[config.mk]
export PLATFORM = sky130hd
export DESIGN_NAME = lvl_irq_ctrl
export DESIGN_NICKNAME = d
export VERILOG_FILES = /design/src/rtl/lic_pkg.sv /design/src/rtl/lic_regs.sv /design/src/rtl/lic_route.sv /design/src/rtl/lic_prio.sv /design/src/rtl/lvl_irq_ctrl.sv
export SDC_FILE = /design/constraint.sdc
export NUM_CORES = 1
export LEC_CHECK = 0
export ABC_CLOCK_PERIOD_IN_PS = 3600
export BUFFER_PORTS_ARGS = -buffer_cell sky130_fd_sc_hd__buf_2
export CAP_MARGIN = 20
export CORE_ASPECT_RATIO = 1.75
export CORE_UTILIZATION = 40
export DETAILED_ROUTE_END_ITERATION = 16
export GPL_TIMING_DRIVEN = 1
export PLACE_DENSITY = 0.65
export RECOVER_POWER = 50
export REMOVE_ABC_BUFFERS = 1
export SLEW_MARGIN = 20
export SYNTH_ARGS = -nofsm -noshare
export SYNTH_HDL_FRONTEND = slang
export SYNTH_SLANG_ARGS = --single-unit
[constraint.sdc]
create_clock -name clk -period 3.6 [get_ports clk]
set_clock_uncertainty 0.05 [all_clocks]
set_input_delay 0.72 -clock clk [delete_from_list [all_inputs] [get_ports clk]]
set_output_delay 0.72 -clock clk [all_outputs]
set_load 0.1 [all_outputs]
[src/rtl/lic_pkg.sv]
package lic_pkg;
    parameter int unsigned NSRC = 32;
    parameter int unsigned AW   = 8;
    localparam int unsigned IDXW = $clog2(NSRC);
    localparam int unsigned GBIT = NSRC - 1;

    localparam logic [AW-1:0] OFS_STAT0 = 8'h00;
    localparam logic [AW-1:0] OFS_STAT1 = 8'h04;
    localparam logic [AW-1:0] OFS_ROUTE = 8'h20;
    localparam logic [AW-1:0] OFS_RAW   = 8'h30;
    localparam logic [AW-1:0] OFS_ESET  = 8'h34;
    localparam logic [AW-1:0] OFS_ECLR  = 8'h38;

    typedef struct packed {
        logic [NSRC-1:0] raw;
        logic [NSRC-1:0] en;
        logic [NSRC-1:0] route;
    } lic_state_t;
endpackage

[src/rtl/lic_regs.sv]
module lic_regs
    import lic_pkg::*;
(
    input  logic            clk,
    input  logic            rst_n,
    input  logic [NSRC-1:0] irq_in,
    input  logic            wr_en,
    input  logic [AW-1:0]   addr,
    input  logic [NSRC-1:0] wdata,
    output logic [NSRC-1:0] raw,
    output logic [NSRC-1:0] en,
    output logic [NSRC-1:0] route
);
    lic_state_t st_d, st_q;

    always_comb begin
        st_d     = st_q;
        st_d.raw = irq_in;
        if (wr_en) begin
            case (addr)
                OFS_ROUTE: st_d.route = wdata;
                OFS_ESET:  st_d.en    = st_q.en | wdata;
                OFS_ECLR:  st_d.en    = st_q.en & ~wdata;
                default:   ;
            endcase
        end
    end

    always_ff @(posedge clk) begin
        if (!rst_n) st_q <= '0;
        else        st_q <= st_d;
    end

    assign raw   = st_q.raw;
    assign en    = st_q.en;
    assign route = st_q.route;

    p_set_r2: assert property (@(posedge clk) disable iff (!rst_n)
        $past(wr_en && addr == OFS_ESET) |-> ((en & $past(wdata)) == $past(wdata)));
    p_keep_r2: assert property (@(posedge clk) disable iff (!rst_n)
        $past(wr_en && addr == OFS_ESET) |-> ((en & ~$past(wdata)) == ($past(en) & ~$past(wdata))));
    p_clr_r3: assert property (@(posedge clk) disable iff (!rst_n)
        $past(wr_en && addr == OFS_ECLR) |-> ((en & $past(wdata)) == '0));
    p_route_r5: assert property (@(posedge clk) disable iff (!rst_n)
        $past(wr_en && addr == OFS_ROUTE) |-> (route == $past(wdata)));
    p_ro_r9: assert property (@(posedge clk) disable iff (!rst_n)
        $past(wr_en && (addr == OFS_STAT0 || addr == OFS_STAT1 || addr == OFS_RAW))
        |-> ($stable(en) && $stable(route)));
endmodule

[src/rtl/lic_route.sv]
module lic_route
    import lic_pkg::*;
(
    input  logic [NSRC-1:0] raw,
    input  logic [NSRC-1:0] en,
    input  logic [NSRC-1:0] route,
    output logic [NSRC-1:0] stat0,
    output logic [NSRC-1:0] stat1,
    output logic            line0,
    output logic            line1
);
    logic gate;
    assign gate = en[GBIT];

    for (genvar i = 0; i < NSRC; i++) begin : g_src
        logic live;
        assign live     = raw[i] & en[i] & gate;
        assign stat0[i] = live & ~route[i];
        assign stat1[i] = live &  route[i];
    end

    assign line0 = |stat0;
    assign line1 = |stat1;
endmodule

[src/rtl/lic_prio.sv]
module lic_prio
    import lic_pkg::*;
(
    input  logic [NSRC-1:0] vec,
    output logic [IDXW-1:0] idx,
    output logic            valid
);
    always_comb begin
        idx = '0;
        for (int i = NSRC - 1; i >= 0; i--) begin
            if (vec[i]) idx = IDXW'(i);
        end
    end
    assign valid = |vec;
endmodule

[src/rtl/lvl_irq_ctrl.sv]
module lvl_irq_ctrl
    import lic_pkg::*;
(
    input  logic            clk,
    input  logic            rst_n,
    input  logic [NSRC-1:0] irq_in,
    input  logic            bus_valid,
    input  logic            bus_write,
    input  logic [AW-1:0]   bus_addr,
    input  logic [NSRC-1:0] bus_wdata,
    output logic [NSRC-1:0] bus_rdata,
    output logic            cpu_irq0,
    output logic            cpu_irq1,
    output logic [IDXW-1:0] pri_idx,
    output logic            pri_valid
);
    logic [NSRC-1:0] raw, en, route, stat0, stat1;
    logic            wr_en, rd_en;

    assign wr_en = bus_valid &  bus_write;
    assign rd_en = bus_valid & ~bus_write;

    lic_regs u_regs (
        .clk(clk), .rst_n(rst_n), .irq_in(irq_in), .wr_en(wr_en),
        .addr(bus_addr), .wdata(bus_wdata), .raw(raw), .en(en), .route(route)
    );

    lic_route u_route (
        .raw(raw), .en(en), .route(route), .stat0(stat0), .stat1(stat1),
        .line0(cpu_irq0), .line1(cpu_irq1)
    );

    lic_prio u_prio (.vec(stat0), .idx(pri_idx), .valid(pri_valid));

    always_comb begin
        bus_rdata = '0;
        if (rd_en) begin
            case (bus_addr)
                OFS_STAT0:          bus_rdata = stat0;
                OFS_STAT1:          bus_rdata = stat1;
                OFS_ROUTE:          bus_rdata = route;
                OFS_RAW:            bus_rdata = raw;
                OFS_ESET, OFS_ECLR: bus_rdata = en;
                default:            bus_rdata = '0;
            endcase
        end
    end

    p_gate_r6: assert property (@(posedge clk) disable iff (!rst_n)
        !en[GBIT] |-> (!cpu_irq0 && !cpu_irq1));
    p_excl_r5: assert property (@(posedge clk) disable iff (!rst_n)
        (stat0 & stat1) == '0);
    p_valid_r8: assert property (@(posedge clk) disable iff (!rst_n)
        pri_valid == cpu_irq0);
    p_lowest_r8: assert property (@(posedge clk) disable iff (!rst_n)
        pri_valid |-> (stat0[pri_idx] &&
            ((stat0 & ((NSRC'(1) << pri_idx) - NSRC'(1))) == '0)));
    p_level_r7: assert property (@(posedge clk) disable iff (!rst_n)
        (raw & en & ~route & {NSRC{en[GBIT]}}) != '0 |-> cpu_irq0);
endmodule

Word level (Yosys, flattened, before mapping). Index checks and enable logic that the tools add are counted.

Flip-flop bits (word level): 96. Logic and storage cells: 216.

Eq/ne operators: 5. Muxes and demuxes: 35. Bitwise gates (word level): 166. Reduce and logical (&&, ||, !) cells: 7.

Operators by type and width (number): $mux 5 (32); $pmux 32 s5 (1); $and 1x1->1 (130); $pmux 32 s2 (1); $reduce_or 32->1 (2); $not 1->1 (33); $and 32x32->32 (1); $eq 8x6->1 const B (4); $mux 32 (1); $not 32->32 (1); $or 32x32->32 (1); $eq 8x3->1 const B (1); $logic_not 8->1 (1); $reduce_and 2->1 (2); $reduce_bool 2->1 (1); $reduce_or 2->1 (1).

Logic depth before layout (Yosys ltp).
Depth after elaboration: 35. Depth in mapped cells: 8. Mapped depth without buffers: 5.

Cells and area by module. Synthesis repeated with hierarchy kept, for this count alone.

Cell total of the unflattened synthesis: 790. Area total of the unflattened synthesis: 6846.6 µm².

Modules (own cells, without submodules): lic_regs (instances 1, cells each 395, area an instance 3761.1 µm², seq. area each 1921.8 µm²); lvl_irq_ctrl (instances 1, cells each 203, area an instance 1793.0 µm², seq. area each 0.0 µm²); lic_route (instances 1, cells each 127, area an instance 907.1 µm², seq. area each 0.0 µm²); lic_prio (instances 1, cells each 65, area an instance 385.4 µm², seq. area each 0.0 µm²).

Worst setup path before layout. Ideal clock, no wire load.

Kind: flip-flop to output port. Start: register (tool-made name). End: output port pri_idx[2]. Arrival: 3751 ps. Required time: 2830 ps. Path slack: -921 ps. Stages on the path, launching flop included: 7. Path buffers: 1. Cells stage by stage: dfxtp_1 buf_2 and4b_1 or4_1 a41oi_1 o31ai_1 a211oi_1.

RTL lines: to (decl) (line lvl_irq_ctrl.sv:14) `output logic [IDXW-1:0] pri_idx,`.

Worst setup path in the final report.
Start: input port bus_addr[1]. End: output port bus_rdata[31].

Word-level cells in the longest chain between the ends: 4. Elaborated cells on any way between the ends: 9.

Ends and longest elaborated chain: from (decl) (line lvl_irq_ctrl.sv:9) `input logic [AW-1:0] bus_addr,`; $eq 8x6->1 (line lvl_irq_ctrl.sv:38) `case (bus_addr)`; $reduce_or 2->1 (line lvl_irq_ctrl.sv:38); $pmux 32 s5 (*) (line lvl_irq_ctrl.sv:38); $mux 32 (*) (line lvl_irq_ctrl.sv:37) `if (rd_en) begin`; to (decl) (line lvl_irq_ctrl.sv:11) `output logic [NSRC-1:0] bus_rdata,`.

Mark *: on every way between the ends. The rest lies on a longest branch, timed or not.

==> results.txt <==
The flow ran to the end, and the final reports show no timing, DRC or antenna violations. Combinational family with the most area after synthesis: simple AND/OR/NAND/NOR gates. Data required time at the worst endpoint: 2.83 ns. After global routing the overflow that remains totals 0. In this run, the number of DRC markers left after iteration 0 of detailed routing was 470. Cell family with the largest share of critical-path delay: simple AND/OR/NAND/NOR gates.

Walking the worst path, the cells encountered are buf_2 -> or4_4 -> or4_4 -> nor2_1 -> o21ai_0 -> a21oi_1 -> buf_12. Routability-driven placement finished with a final weighted congestion of 0.924. For the final routed database, the setup TNS stands at 0 ns.

Total placed instance area: 6760 sq um. The synthesized flop and latch total was 96; the register area share after synthesis was 36.0%. The number of vias per cell after detailed routing is 6.28.

Among all flip-flop cells after synthesis, the most frequent one is sky130_fd_sc_hd__dfxtp_1. The logs give 14200 um for the placed wire-length estimate after detailed placement and 65 for the maximum number of pins on one net before global-route repair. The logs give 13000 sq um for the total core area and 96 for the clock net sink count.

The number of antenna diodes was 0. Leaving out fill and tap cells, the most frequent cells in the layout are 104 x sky130_fd_sc_hd__a21oi_1, 96 x sky130_fd_sc_hd__dfxtp_1, 93 x sky130_fd_sc_hd__nand2_1, 74 x sky130_fd_sc_hd__buf_2, 42 x sky130_fd_sc_hd__buf_12. The detail route stage leaves a number of antenna-violating nets equal to 0. For this design, the CTS-stage hold fixing added 0 buffers. For this run, global-route usage on met2 was measured as 54.1%.

The library cell used most frequently in the layout, excluding fill and tap cells, is sky130_fd_sc_hd__a21oi_1. The average footprint of a synthesized cell was 7.77 sq um. After filler insertion, the fill cell instance count of the layout stands at 1218. Power spread over the standard cell area amounts to 310 nW/um^2. Cells fill 54.2% of the core in the end. The worst setup path is captured at a primary output. Clock-pin slew was measured on the worst setup and hold paths at 0.07 ns.

The post-synthesis mux area share came out at 0%. After detailed routing, the number of remaining DRC violations is 0. Across every metal layer, demand over resource in global routing totals 29.6%. The H-tree was split into 3 levels.

Compared with the post-synthesis result, the final layout area differs by 32.0%. For the final max-slew violation count, the log shows 0. The tools report the final instance count without filler cells as 967.

For this run, global-route usage on met3 was measured as 3.29%. The layer flagged by global routing as most heavily used is met2. Among the stages of the critical path, the cell type that occurs most often is sky130_fd_sc_hd__or4_4. STA puts the critical path data arrival time at 2.72 ns. The number of buffers inserted during clock tree synthesis was 9; the part of the cycle the worst path needs was 97.1%. The minimum clock period was 3.49 ns.

The cell sitting at the root of the clock tree is a sky130_fd_sc_hd__clkbuf_16. The count of buffers added on input and output ports is 115. For the clock latency on the worst-skew pair, the log shows 0.34 ns. The first global-routing pass estimated 31000 um of wire.

The critical path launch point type is an input port. The synthesized netlist devotes 0.983% of its cell area to XOR and XNOR gates. The run gives 2.39 nW as the cell leakage power. The count of final hold-check violations came out at 0. Detailed routing inserted a total of 6072 vias.

The critical path's largest stage delay came out at 0.62 ns. After Yosys synthesis, and, or, nand and nor cells account for 29.8% of the synthesized area. Setup violations remaining at the end of the flow were counted as 0. The path type of the worst min-delay path is register to register. The placed cell count was 951; the maximum fanout along the worst path was 15. The tools report the launch point of the critical path as bus_addr[1].

The relative max-transition margin is 17.5%, and the final wirelength is 20000 um. The post-synthesis cell area was 5340 sq um; the adder and majority gate portion of the synthesized area was 0%. The highest-delay cell along the critical path was sky130_fd_sc_hd__or4_4. After detailed routing, the average wire length per cell comes to 20.7 um.

The largest voltage drop on the vdd net is 0.186 mV, and the met1 usage is 32.5%. The number of synthesized flops with an enable pin was 0; the summed area of non-filler cells in the final layout was 7050 sq um. Number of antenna violations at the first check in global routing: 0.

The synthesized netlist devotes 28.4% of its cell area to compound gates. The via count of the first global-routing pass is 5970, and the first-pass iteration count of the detailed router is 8. For the boundary pin count, the log shows 116. Cells with a size suffix above 1 make up 22.0% of the layout.

The row count is 55. The count of distinct cell types in the synthesized netlist was 50. Max-cap violations in this run came to 0. The type of the worst setup path was input port to primary output. The logs give 13800 sq um for the die area and 41.1% for the starting utilization of the core area.

Total number of yosys warnings: 0. The cell count after synthesis came out at 688. After synthesis, the share of flip-flops with an asynchronous set or reset is 0%. The number of buffers on the longest clock path is 2, and the number of buffers and inverters on the critical path is 2.

The startpoint identified for the worst hold timing path is u_regs.route[4]. At the end of the flow, the number of nets in the layout was 868. Measured along the y axis, the die boundary spans 155 um. TritonCTS built the clock tree. The die is 89.4 um wide. The highest clock frequency the design can meet was 286 MHz; the pin slew with the least headroom to its limit was 1.24 ns.
## cells by family (layout without fill, tap and decap cells)
| family | after synthesis | in the layout |
|---|---|---|
| and+or+nand+nor | 289 | 289 |
| xor gates and xnor gates | 6 | 6 |
| DFF | 96 | 96 |
| buffers and inverters | 59 | 167 |
| AOI/OAI and AO/OA | 238 | 238 |
## per-stage QoR
step                      hold slack [ns]  worst slack, ns  total power (W)
after detailed placement            0.430           0.0427          0.00125
after global routing                0.464          -0.0156          0.00226
after global placement              0.418           0.0871          0.00124
after floorplan                     0.399            -1.78          0.00116
after CTS                           0.439           0.0397          0.00220
final                               0.442            0.105          0.00218
## final cells by class
type / count / area [sq um] / area share, %
multi-input combinational: 533 / 3190 / 45.2
sequential: 96 / 1920 / 27.3
timing repair buffer: 141 / 1390 / 19.6
clock buffer: 10 / 239 / 3.39
tap: 171 / 214 / 3.03
clock inverter: 5 / 57.6 / 0.816
inverter: 11 / 43.8 / 0.621
## metal layers
| metal | wire (um) | vias to the layer above |
|---|---|---|
| li1 | - | 2824 |
| met1 | 7080 | 2863 |
| met2 | 10900 | 314 |
| met3 | 1160 | 71 |
| met4 | 842 | 0 |
| met5 | 0 | - |
## worst min-delay path, stage by stage (launching register included)
cell and delay, ns:
sky130_fd_sc_hd__dfxtp_1 0.33, sky130_fd_sc_hd__nand2_1 0.06, sky130_fd_sc_hd__a21oi_1 0.05
## final timing paths
check / endpoint / slack (ns) / depth (start not counted)
max: bus_rdata[31] / 0.11 / 7
min reg2reg: u_regs.route[4] / 0.44 / 2
min: u_regs.route[4] / 0.44 / 2
max reg2reg: register / 2.50 / 3
## Yosys cell counts (3+ instances only)
cell	n	area share, %
sky130_fd_sc_hd__nand3_1	21	2.0
sky130_fd_sc_hd__a222oi_1	23	4.3
sky130_fd_sc_hd__inv_1	10	0.70
sky130_fd_sc_hd__nor2_2	10	1.2
sky130_fd_sc_hd__nand2b_1	8	0.94
sky130_fd_sc_hd__o21ai_0	25	2.3
sky130_fd_sc_hd__or2_2	4	0.47
sky130_fd_sc_hd__and3_1	3	0.35
sky130_fd_sc_hd__nand4_1	20	2.3
sky130_fd_sc_hd__o211ai_1	3	0.42
sky130_fd_sc_hd__o2111ai_1	4	0.66
sky130_fd_sc_hd__a21oi_1	104	9.7
sky130_fd_sc_hd__a221oi_1	4	0.66
sky130_fd_sc_hd__buf_2	12	1.1
sky130_fd_sc_hd__a22oi_1	5	0.70
sky130_fd_sc_hd__nor3_1	16	1.5
sky130_fd_sc_hd__nand4b_1	18	3.0
sky130_fd_sc_hd__nor2b_1	3	0.35
sky130_fd_sc_hd__a211oi_1	34	4.8
sky130_fd_sc_hd__clkbuf_1	30	2.1
sky130_fd_sc_hd__a31oi_1	5	0.59
sky130_fd_sc_hd__and4b_1	19	3.6
sky130_fd_sc_hd__xnor2_1	6	0.98
sky130_fd_sc_hd__o21a_1	3	0.42
sky130_fd_sc_hd__nor2_1	29	2.0
sky130_fd_sc_hd__nand2_1	93	6.5
sky130_fd_sc_hd__dfxtp_1	96	36
sky130_fd_sc_hd__and2_1	35	4.1
sky130_fd_sc_hd__a22o_1	3	0.49
sky130_fd_sc_hd__nor4_1	3	0.35
sky130_fd_sc_hd__o21ai_1	10	0.94
## timing repair
action / CTS / global route
hold endpoints to repair: 0 / 0
endpoints found under the setup margin: 0 / 8
gates resized for setup: 0 / 4
setup buffers: 0 / 1
## power by group
| group | total (W) | internal, W | switching (W) |
|---|---|---|---|
| Combinational | 0.000121 | 0.0000499 | 0.0000708 |
| Sequential | 0.00110 | 0.00108 | 0.0000211 |
| Clock | 0.000961 | 0.000554 | 0.000408 |
| Total | 0.00218 | 0.00169 | 0.000499 |
(Power assumes the default switching activity.)
